File: src/rtl/otp_pkg.sv
package otp_pkg;

    typedef enum logic [2:0] {
        ST_IDLE  = 3'd0,
        ST_PGM   = 3'd1,
        ST_RCV   = 3'd2,
        ST_RADDR = 3'd3,
        ST_RSET  = 3'd4,
        ST_RSNS  = 3'd5
    } seq_st_e;

endpackage

File: src/rtl/otp_page_buf.sv
module otp_page_buf #(
    parameter int PAGE_BYTES = 32,
    parameter int BADDR_W    = 15,
    localparam int OFF_W     = $clog2(PAGE_BYTES),
    localparam int TAG_W     = BADDR_W - OFF_W,
    localparam int BUF_W     = PAGE_BYTES * 8
) (
    input  logic               clk,
    input  logic               rst_n,
    input  logic               wr_en,
    input  logic [BADDR_W-1:0] wr_addr,
    input  logic [7:0]         wr_data,
    input  logic               clr,
    output logic [BUF_W-1:0]   page_bits,
    output logic [TAG_W-1:0]   page_tag,
    output logic               err
);

    typedef struct packed {
        logic [BUF_W-1:0] bits;
        logic [TAG_W-1:0] tag;
        logic             open;
        logic             err;
    } pb_t;

    pb_t q, d;

    logic [OFF_W-1:0] wr_off;
    logic [TAG_W-1:0] wr_tag;

    assign wr_off = wr_addr[OFF_W-1:0];
    assign wr_tag = wr_addr[BADDR_W-1:OFF_W];

    always_comb begin
        d     = q;
        d.err = 1'b0;
        if (clr) begin
            d.bits = '0;
            d.open = 1'b0;
        end else if (wr_en) begin
            if (q.open && (q.tag != wr_tag)) begin
                d.err = 1'b1;
            end else begin
                d.bits[{wr_off, 3'b000} +: 8] = wr_data;
                d.open = 1'b1;
                d.tag  = wr_tag;
            end
        end
    end

    always_ff @(posedge clk or negedge rst_n) begin
        if (!rst_n) q <= '0;
        else        q <= d;
    end

    assign page_bits = q.bits;
    assign page_tag  = q.tag;
    assign err       = q.err;

endmodule

File: src/rtl/otp_sa_decode.sv
module otp_sa_decode #(
    parameter int ADDR_W = 14,
    parameter int COL_W  = 6,
    parameter int SECT_W = 2,
    parameter int GRP_W  = 2,
    localparam int SEL_W = SECT_W + GRP_W,
    localparam int NGRP  = 1 << SEL_W
) (
    input  logic [ADDR_W-1:0] addr,
    input  logic              en,
    output logic [NGRP-1:0]   grp
);

    logic [SEL_W-1:0] sel;

    assign sel = {addr[ADDR_W-1 -: SECT_W], addr[COL_W-1 -: GRP_W]};

    for (genvar g = 0; g < NGRP; g++) begin : g_bank
        localparam logic [SEL_W-1:0] IDX = SEL_W'(g);
        assign grp[g] = en && (sel == IDX);
    end

endmodule

File: src/rtl/otp_seq.sv
module otp_seq import otp_pkg::*; #(
    parameter int PULSE_CYC  = 2000000,
    parameter int SETTLE_CYC = 4,
    parameter int ADDR_W     = 14,
    parameter int WORD_W     = 16,
    parameter int TAG_W      = 10,
    localparam int OFF_W     = ADDR_W - TAG_W,
    localparam int MAXC      = (PULSE_CYC > SETTLE_CYC) ? PULSE_CYC : SETTLE_CYC,
    localparam int CNT_W     = $clog2(MAXC + 1)
) (
    input  logic              clk,
    input  logic              rst_n,
    input  logic              prog_start,
    input  logic              rd_req,
    input  logic [ADDR_W-1:0] rd_addr,
    input  logic              ld_valid,
    input  logic [TAG_W-1:0]  page_tag,
    input  logic [WORD_W-1:0] arr_dout,
    output logic              ld_ok,
    output logic              buf_clr,
    output logic              busy,
    output logic              rd_valid,
    output logic [WORD_W-1:0] rd_data,
    output logic [ADDR_W-1:0] arr_addr,
    output logic              arr_pgm,
    output logic              arr_rd_en,
    output logic              arr_sa_en
);

    typedef struct packed {
        seq_st_e           st;
        logic [CNT_W-1:0]  cnt;
        logic [ADDR_W-1:0] addr;
        logic [WORD_W-1:0] data;
        logic              vld;
    } seq_t;

    seq_t q, d;

    always_comb begin
        d     = q;
        d.vld = 1'b0;
        unique case (q.st)
            ST_IDLE: begin
                if (prog_start) begin
                    d.st   = ST_PGM;
                    d.cnt  = CNT_W'(PULSE_CYC - 1);
                    d.addr = {page_tag, {OFF_W{1'b0}}};
                end else if (rd_req) begin
                    d.st   = ST_RADDR;
                    d.addr = rd_addr;
                end
            end
            ST_PGM: begin
                if (q.cnt == '0) d.st  = ST_RCV;
                else             d.cnt = q.cnt - CNT_W'(1);
            end
            ST_RCV:   d.st = ST_IDLE;
            ST_RADDR: begin
                d.st  = ST_RSET;
                d.cnt = CNT_W'(SETTLE_CYC - 1);
            end
            ST_RSET: begin
                if (q.cnt == '0) d.st  = ST_RSNS;
                else             d.cnt = q.cnt - CNT_W'(1);
            end
            ST_RSNS: begin
                d.st   = ST_IDLE;
                d.data = arr_dout;
                d.vld  = 1'b1;
            end
            default: d.st = ST_IDLE;
        endcase
    end

    always_ff @(posedge clk or negedge rst_n) begin
        if (!rst_n) q <= '0;
        else        q <= d;
    end

    assign ld_ok     = (q.st == ST_IDLE) && ld_valid && !prog_start && !rd_req;
    assign buf_clr   = (q.st == ST_PGM) && (q.cnt == '0);
    assign busy      = (q.st != ST_IDLE);
    assign rd_valid  = q.vld;
    assign rd_data   = q.data;
    assign arr_addr  = q.addr;
    assign arr_pgm   = (q.st == ST_PGM);
    assign arr_rd_en = (q.st == ST_RSET) || (q.st == ST_RSNS);
    assign arr_sa_en = (q.st == ST_RSNS);

endmodule

File: src/rtl/otp_page_ctrl.sv
module otp_page_ctrl #(
    parameter int ROW_W      = 8,
    parameter int COL_W      = 6,
    parameter int WORD_W     = 16,
    parameter int PAGE_BYTES = 32,
    parameter int SECT_W     = 2,
    parameter int GRP_W      = 2,
    parameter int PULSE_CYC  = 2000000,
    parameter int SETTLE_CYC = 4,
    localparam int ADDR_W    = ROW_W + COL_W,
    localparam int BADDR_W   = ADDR_W + $clog2(WORD_W / 8),
    localparam int BUF_W     = PAGE_BYTES * 8,
    localparam int TAG_W     = BADDR_W - $clog2(PAGE_BYTES),
    localparam int NGRP      = 1 << (SECT_W + GRP_W)
) (
    input  logic               clk,
    input  logic               rst_n,
    input  logic               ld_valid,
    input  logic [BADDR_W-1:0] ld_addr,
    input  logic [7:0]         ld_data,
    input  logic               prog_start,
    input  logic               rd_req,
    input  logic [ADDR_W-1:0]  rd_addr,
    output logic               busy,
    output logic               rd_valid,
    output logic [WORD_W-1:0]  rd_data,
    output logic               page_err,
    output logic [ROW_W-1:0]   arr_row,
    output logic [COL_W-1:0]   arr_col,
    output logic [BUF_W-1:0]   arr_din,
    output logic               arr_pgm,
    output logic               arr_rd_en,
    output logic               arr_sa_en,
    output logic [NGRP-1:0]    arr_sa_grp,
    input  logic [WORD_W-1:0]  arr_dout
);

    logic              ld_ok;
    logic              buf_clr;
    logic [TAG_W-1:0]  page_tag;
    logic [ADDR_W-1:0] arr_addr;

    otp_page_buf #(
        .PAGE_BYTES(PAGE_BYTES),
        .BADDR_W   (BADDR_W)
    ) u_buf (
        .clk      (clk),
        .rst_n    (rst_n),
        .wr_en    (ld_ok),
        .wr_addr  (ld_addr),
        .wr_data  (ld_data),
        .clr      (buf_clr),
        .page_bits(arr_din),
        .page_tag (page_tag),
        .err      (page_err)
    );

    otp_seq #(
        .PULSE_CYC (PULSE_CYC),
        .SETTLE_CYC(SETTLE_CYC),
        .ADDR_W    (ADDR_W),
        .WORD_W    (WORD_W),
        .TAG_W     (TAG_W)
    ) u_seq (
        .clk       (clk),
        .rst_n     (rst_n),
        .prog_start(prog_start),
        .rd_req    (rd_req),
        .rd_addr   (rd_addr),
        .ld_valid  (ld_valid),
        .page_tag  (page_tag),
        .arr_dout  (arr_dout),
        .ld_ok     (ld_ok),
        .buf_clr   (buf_clr),
        .busy      (busy),
        .rd_valid  (rd_valid),
        .rd_data   (rd_data),
        .arr_addr  (arr_addr),
        .arr_pgm   (arr_pgm),
        .arr_rd_en (arr_rd_en),
        .arr_sa_en (arr_sa_en)
    );

    otp_sa_decode #(
        .ADDR_W(ADDR_W),
        .COL_W (COL_W),
        .SECT_W(SECT_W),
        .GRP_W (GRP_W)
    ) u_sa (
        .addr(arr_addr),
        .en  (arr_sa_en),
        .grp (arr_sa_grp)
    );

    assign arr_row = arr_addr[ADDR_W-1:COL_W];
    assign arr_col = arr_addr[COL_W-1:0];

endmodule

File: config.mk
export PLATFORM = sky130hd
export DESIGN_NAME = otp_page_ctrl
export DESIGN_NICKNAME = d
export VERILOG_FILES = /design/src/rtl/otp_pkg.sv /design/src/rtl/otp_page_buf.sv /design/src/rtl/otp_sa_decode.sv /design/src/rtl/otp_seq.sv /design/src/rtl/otp_page_ctrl.sv
export SDC_FILE = /design/constraint.sdc
export NUM_CORES = 1
export LEC_CHECK = 0
export BUFFER_PORTS_ARGS = -buffer_cell sky130_fd_sc_hd__buf_2
export CAP_MARGIN = 30
export CORE_MARGIN = 2
export CORE_UTILIZATION = 30
export DETAILED_ROUTE_END_ITERATION = 16
export PLACE_DENSITY = 0.49
export SYNTH_ARGS = -nofsm -noshare
export SYNTH_HDL_FRONTEND = slang
export SYNTH_SLANG_ARGS = --single-unit
File: constraint.sdc
create_clock -name clk -period 4.76 [get_ports clk]
set_input_delay 0.476 -clock clk [delete_from_list [all_inputs] [get_ports clk]]
set_output_delay 0.476 -clock clk [all_outputs]
set_load 0.005 [all_outputs]
[Word-level counts from Yosys, hierarchy flattened]
Index checks and enable logic that the tools add are counted.
Storage, ports and cells
  input bits: 58
  bits in registers: 323
  output and inout port bits: 308
Operators by class
  reductions and logical operators: 37
  shifts and indexed selects: 2
  add/sub/neg operators: 2
  equality and inequality tests: 26
  bitwise gates (word level): 2
  mux-type cells: 18
Operator list (count)
  two-way mux 268 bit: 1
  two-way mux 267 bit: 1
  bitwise mux 256 bit: 1
  two-way mux 256 bit: 1
  variable shift 8 x 10 -> 256 bit (first input constant): 1
  indexed part select 8 x 10 -> 256 bit: 1
  one-hot mux 21 bit (3 select lines): 1
  two-way mux 21 bit: 2
  equality test 4 bit (second input constant): 8
  two-way mux 14 bit: 2
  logical AND 1 bit: 21
  zero test 21 bit: 1
  subtractor 21 x 1 -> 21 bit (second input constant): 1
  equality test 4 x 3 -> 1 bit (second input constant): 4
  two-way mux 3 bit: 4
  one-hot mux 3 bit (4 select lines): 1
  != test 10 bit: 1
  negation 8 -> 10 bit: 1
  AND reduction 3 bit: 3
  equality test 4 x 2 -> 1 bit (second input constant): 2
  equality test 3 bit (second input constant): 2
  != test 2 bit (second input constant): 3
  nonzero test 3 bit: 2
  equality test 4 x 1 -> 1 bit (second input constant): 1
  13 further kinds: 21

[Depth between registers and ports, before layout]
  depth in word-level cells: 6
  depth in mapped cells: 11

[Hierarchy]
Synthesis repeated with hierarchy kept, for this count alone.
Unflattened totals
  cells, all modules: 1499
  area, all modules: 16458.3 µm²
By module, submodules not included
  otp_page_buf: cells an instance 1179, area an instance 13369.1 µm², instances 1, sequential area each 6706.4 µm²
  otp_seq: cells an instance 297, area an instance 2971.6 µm², instances 1, sequential area each 1376.3 µm²
  otp_sa_decode: cells an instance 23, area an instance 117.6 µm², instances 1, sequential area each 0.0 µm²

[Worst setup path before layout]
OpenSTA, ideal clock, no wires.
  kind: in2reg
  start: in ld_addr[0]
  end: reg u_buf.q (netlist bit u_buf.page_bits[88])
  required time: 4.633 ns
  slack: 2.279 ns
  buffers on the path: 4
  stages: 11
  arrival: 2.354 ns
  path through: buf_2 inv_1 ha_1 buf_2 nand2b_1 and2_1 clkbuf_1 and3_1 clkbuf_1 nand3_4 mux2i_1
On the way
  longest elaborated chain between the ends: 6
Ends and longest elaborated chain
  from (decl): RTL line otp_page_ctrl.sv:19  | input logic [BADDR_W-1:0] ld_addr,
  negation 8 -> 10 bit (*): RTL line otp_page_buf.sv:44  | d.bits[{wr_off, 3'b000} +: 8] = wr_data;
  indexed part select 8 x 10 -> 256 bit or variable shift 8 x 10 -> 256 bit (tied branches): RTL line otp_page_buf.sv:44
  bitwise mux 256 bit (*): RTL line otp_page_buf.sv:44
  two-way mux 267 bit (*): RTL line otp_page_buf.sv:41  | if (q.open && (q.tag != wr_tag)) begin
  two-way mux 268 bit (*): RTL line otp_page_buf.sv:40  | end else if (wr_en) begin
  two-way mux 256 bit (*): RTL line otp_page_buf.sv:37  | if (clr) begin
  to (signal assigned): RTL line otp_page_buf.sv:52  | if (!rst_n) q <= '0;
  to (signal assigned): RTL line otp_page_buf.sv:53  | else q <= d;
  to (decl): RTL line otp_page_buf.sv:26  | pb_t q, d;
Every way passes the cells marked *; elsewhere a longest branch is shown, timed or not. The select of a mux whose other input is x is not followed.
A chain may end at the register's enable or synchronous reset.

[Final worst setup path]
  start: reg u_seq.q[31] in the netlist's numbering
  end: reg u_buf.q (netlist bit u_buf.page_bits[51])
On the way
  longest elaborated chain between the ends: 4
Ends and longest elaborated chain
  from (decl): RTL line otp_seq.sv:38  | seq_t q, d;
  from (signal assigned): RTL line otp_seq.sv:77  | if (!rst_n) q <= '0;
  from (signal assigned): RTL line otp_seq.sv:78  | else q <= d;
  zero test 21 bit (*): RTL line otp_seq.sv:82  | assign buf_clr = (q.st == ST_PGM) && (q.cnt == '0);
  logical AND 1 bit (*): RTL line otp_seq.sv:82
  != test 2 bit (no source line) or nonzero test 2 bit (tied branches)
  AND reduction 2 bit (no source line)
Every way passes the cells marked *; elsewhere a longest branch is shown, timed or not.

==> key figures <==
Critical path
  – Crit Path Max Fanout: 30
  – CP delay by family, top: simple AND/OR/NAND/NOR gates
  – CP startpoint: u_seq.q[31]$_DFFE_PN0P_
  – WS Path Type: reg2reg
  – Reg2Reg Depth: 9
  – Worst-path cell chain: inv_1 -> ha_1 -> nor3b_2 -> and3_1 -> nand4_4 -> buf_4 -> buf_4 -> nand4_1 -> mux2i_1
  – Worst setup EP type: flop
  – CP dominant cell by count: buf_4
  – Reg2reg start: u_seq.q[31]$_DFFE_PN0P_
  – Stages on worst setup path: 9
  – Startpoint Class: flop
  – Bufs and invs on worst path: 3
  – Worst stage delay on the critical path: about 0.49 ns
  – Slowest cell on crit path: and3_1
  – Critical Path AT: approximately 3.5 ns
  – WP data required: between 5 and 6 ns

Pwr
  – Internal power: 0.00569 W
  – Pwr dens: 443 nW/µm²
  – Psw: 0.00258 W
  – Worst vdd rail ir drop: 0.000244 V
  – Sw frac: 0.312
  – Clock power share: 0.362
  – Combinational cell fraction of total power: 0.218
  – Cell leakage power: 10.1 nW
  – Flop pwr share: 0.420

Global route
  – Largest net degree at the start of global routing: 119
  – Grt met1 use: 0.226
  – First-pass GRT wire length: about 74000 µm
  – Initial antenna violation count: 6
  – Remaining global-route overflow: 0
  – Total GRT Usage: 0.164
  – Met2 usage: 0.261
  – Met3 Use GR: 0.0395
  – Vias in the first global route: 11302
  – GRT Max-Usage Layer: met2

CTS
  – CTS clock-pin slew for the worst setup and hold paths: 0.05 ns
  – CTS root buf: clkbuf_16
  – Cts-stage hold buffer count: 0
  – Resized cells post-CTS: 0
  – Skew-Pair Late Insertion Delay: around 0.56 ns
  – Postcts setup bufs: 0
  – CTS Buffer Depth: 3
  – H-tree depth: 2
  – Clock buffer count from CTS: 40
  – CTS tree: built
  – Sink Count: 323

Placement
  – I/O Buffers: 365
  – Place WS: 1.59 ns
  – Placed cell count: between 2000 and 2500
  – Area post-placement: 17400 µm²
  – GP Congestion: 0.791
  – Dpl hpwl: ~34000 µm

Layout
  – Total of fill cells in the finished design: around 5800
  – Fin area: ~19000 µm²
  – Layout net count: ~1700
  – Final Non-Filler Cells: 2434
  – Fraction of layout cells with a size suffix above 1: 0.313
  – Area Growth Syn to Fin: 10.1%

Timing
  – Final Critical Period: approximately 3.1 ns
  – Slew of the pin with the lowest slew margin: ~1.1 ns
  – Worst Slack Setup Final: 1.65 ns
  – Final setup fails: 0
  – Setup TNS: 0 ns
  – RSZ-0062 raised after global routing: no
  – Slew HR: 0.295
  – Fmax: 322 MHz
  – Hold slack: -0.0480 ns
  – Clock skew: 0.0188 ns
  – Final period utilization: 0.653
  – Slew Viols, Final: 0
  – Final hold violation count: 5

Synthesis
  – Gate Count Post-Synth: 1598
  – Post-synthesis sequential element count: about 320
  – Synth warnings: 0
  – Post-synth top flop: dfrtp_1
  – Post-synth EDFFs: 0
  – Synth cell count leaders: dfrtp_1 (323), buf_4 (291), nand2_1 (278)
  – Yosys cell types: 63
  – Mapped cell area: 16900 µm²
  – Yosys top cell by area: dfrtp_1
  – Sequential share of the synthesized area: 0.477
  – Ys async rst share: 1.00
  – Avg Inst Size Synth: 10.6 µm²
  – Top post-synthesis cells by area: dfrtp_1 (48%), mux2i_1 (15%), buf_4 (13%)
  – Synthesized Nets: 1661
  – Synth top area share: 0.477
  – Count leader, synth: dfrtp_1

Route
  – Antenna viol nets, final: 0
  – DRC viols: 0
  – Via count: 11238
  – Number of vias per cell: 4.62
  – DR WL/cell: around 20 µm
  – Drt pass-1 iters: 5
  – Initial DRC count: 590
  – Drt total wl: 48700 µm

Floorplanning
  – Die width: 242 µm
  – Starting Density: 0.302
  – IO Count: 366
  – Rows: 87
  – Die Y: 242 µm
  – Core ar.: 56200 µm²
  – Full die area: 58400 µm²

Status
  – Failing checks: negative hold slack
  – Status: complete, but fails checks

Hold path
  – Hold WC Path Type: in2async

Job
  – Max Cap Viol: 0
-- state kept, by name, summed over array words and instances (netlist names) --
| signal | flops |
|---|---|
| u_buf.page_tag | 10 |
| u_seq.rd_data | 16 |
| u_seq.q | 24 |
| u_seq.rd_valid | 1 |
| u_buf.q | 1 |
| u_seq.arr_addr | 14 |
| u_buf.err | 1 |
| u_buf.page_bits | 256 |
-- cell type report --
type                       count  area, µm²  share of cell area
timing repair buffer         379       2000               0.107
clock inverter                10        113             0.00604
sequential                   323       8080               0.433
inverter                      14       52.6             0.00282
tap                          756        946              0.0507
multi-input combinational    892       6310               0.338
antenna                        2       5.00            0.000268
clock buffer                  58       1150              0.0616
-- placed cells by master, fill, tap and decap left out, types with 3 or more instances in the layout --
cell and count:
ha_1 5, xnor2_1 8, and2_0 15, or3_1 3
buf_4 9, nand3_4 12, nand3b_1 5, and2_1 4
o21ai_1 4, nand3_2 17, a21oi_1 13, nand4_1 50
and3_1 14, o21ai_0 31, a22o_1 4, clkbuf_1 11
inv_1 14, mux2i_1 251, dfrtp_1 323, xor2_1 3
nor4_1 5, mux2_2 43, a31oi_1 11, nand2b_1 9
nand2_1 278, nor2_1 41, buf_12 4, or4_1 6
clkbuf_16 41, clkbuf_8 6, clkinv_2 4, nor3_1 12
buf_2 364, nand3_1 11
-- stage by stage --
step | utilization | power [W]
2_1_floorplan | - | 0.00497
3_3_place_gp | 0.309 | 0.00532
3_5_place_dp | 0.310 | 0.00536
4_1_cts | 0.332 | 0.00840
5_1_grt | 0.332 | 0.00876
6_report | 0.332 | 0.00827
-- metal layers --
layer	vias up	routed length (µm)
met2	277	23000
met4	2	918
li1	5237	-
met3	54	2690
met1	5668	22100
met5	-	13
-- power groups by stage --
| stage | combinational (W) | sequential [W] | clock [W] |
|---|---|---|---|
| 4_1_cts | 0.00184 | 0.00347 | 0.00309 |
| 6_report | 0.00180 | 0.00347 | 0.00299 |
| 5_1_grt | 0.00202 | 0.00353 | 0.00321 |
| 2_1_floorplan | 0.00156 | 0.00342 | 0 |
| 3_5_place_dp | 0.00184 | 0.00352 | 0 |
| 3_3_place_gp | 0.00181 | 0.00351 | 0 |
-- cells by family (layout without fill, tap and decap cells) --
group | count (synthesis) | after routing | synth area share
buffers and inverters | 383 | 461 | 0.152
and+or+nand+nor | 495 | 495 | 0.149
other | 0 | 2 | 0
muxes | 295 | 295 | 0.178
xor gates and xnor gates | 11 | 11 | 0.00569
adders and majority gates | 5 | 5 | 0.00369
DFF | 323 | 323 | 0.477
AOI/OAI and AO/OA | 86 | 86 | 0.0348
-- worst paths after layout --
path / endpoint / slack [ns]
worst max-delay path: u_buf.page_bits[51]$_DFFE_PN0P_ / 1.65
worst min-delay path: u_buf.page_bits[129]$_DFFE_PN0P_ / -0.05
worst max register to register: u_buf.page_bits[51]$_DFFE_PN0P_ / 1.65
worst min register to register: u_seq.arr_addr[6]$_DFFE_PN0P_ / 0.48
max in group asynchronous: u_buf.page_bits[151]$_DFFE_PN0P_ / 3.60
min in group clk: u_seq.arr_addr[1]$_DFFE_PN0P_ / 0.14
Power figures use the tool's default switching activity.
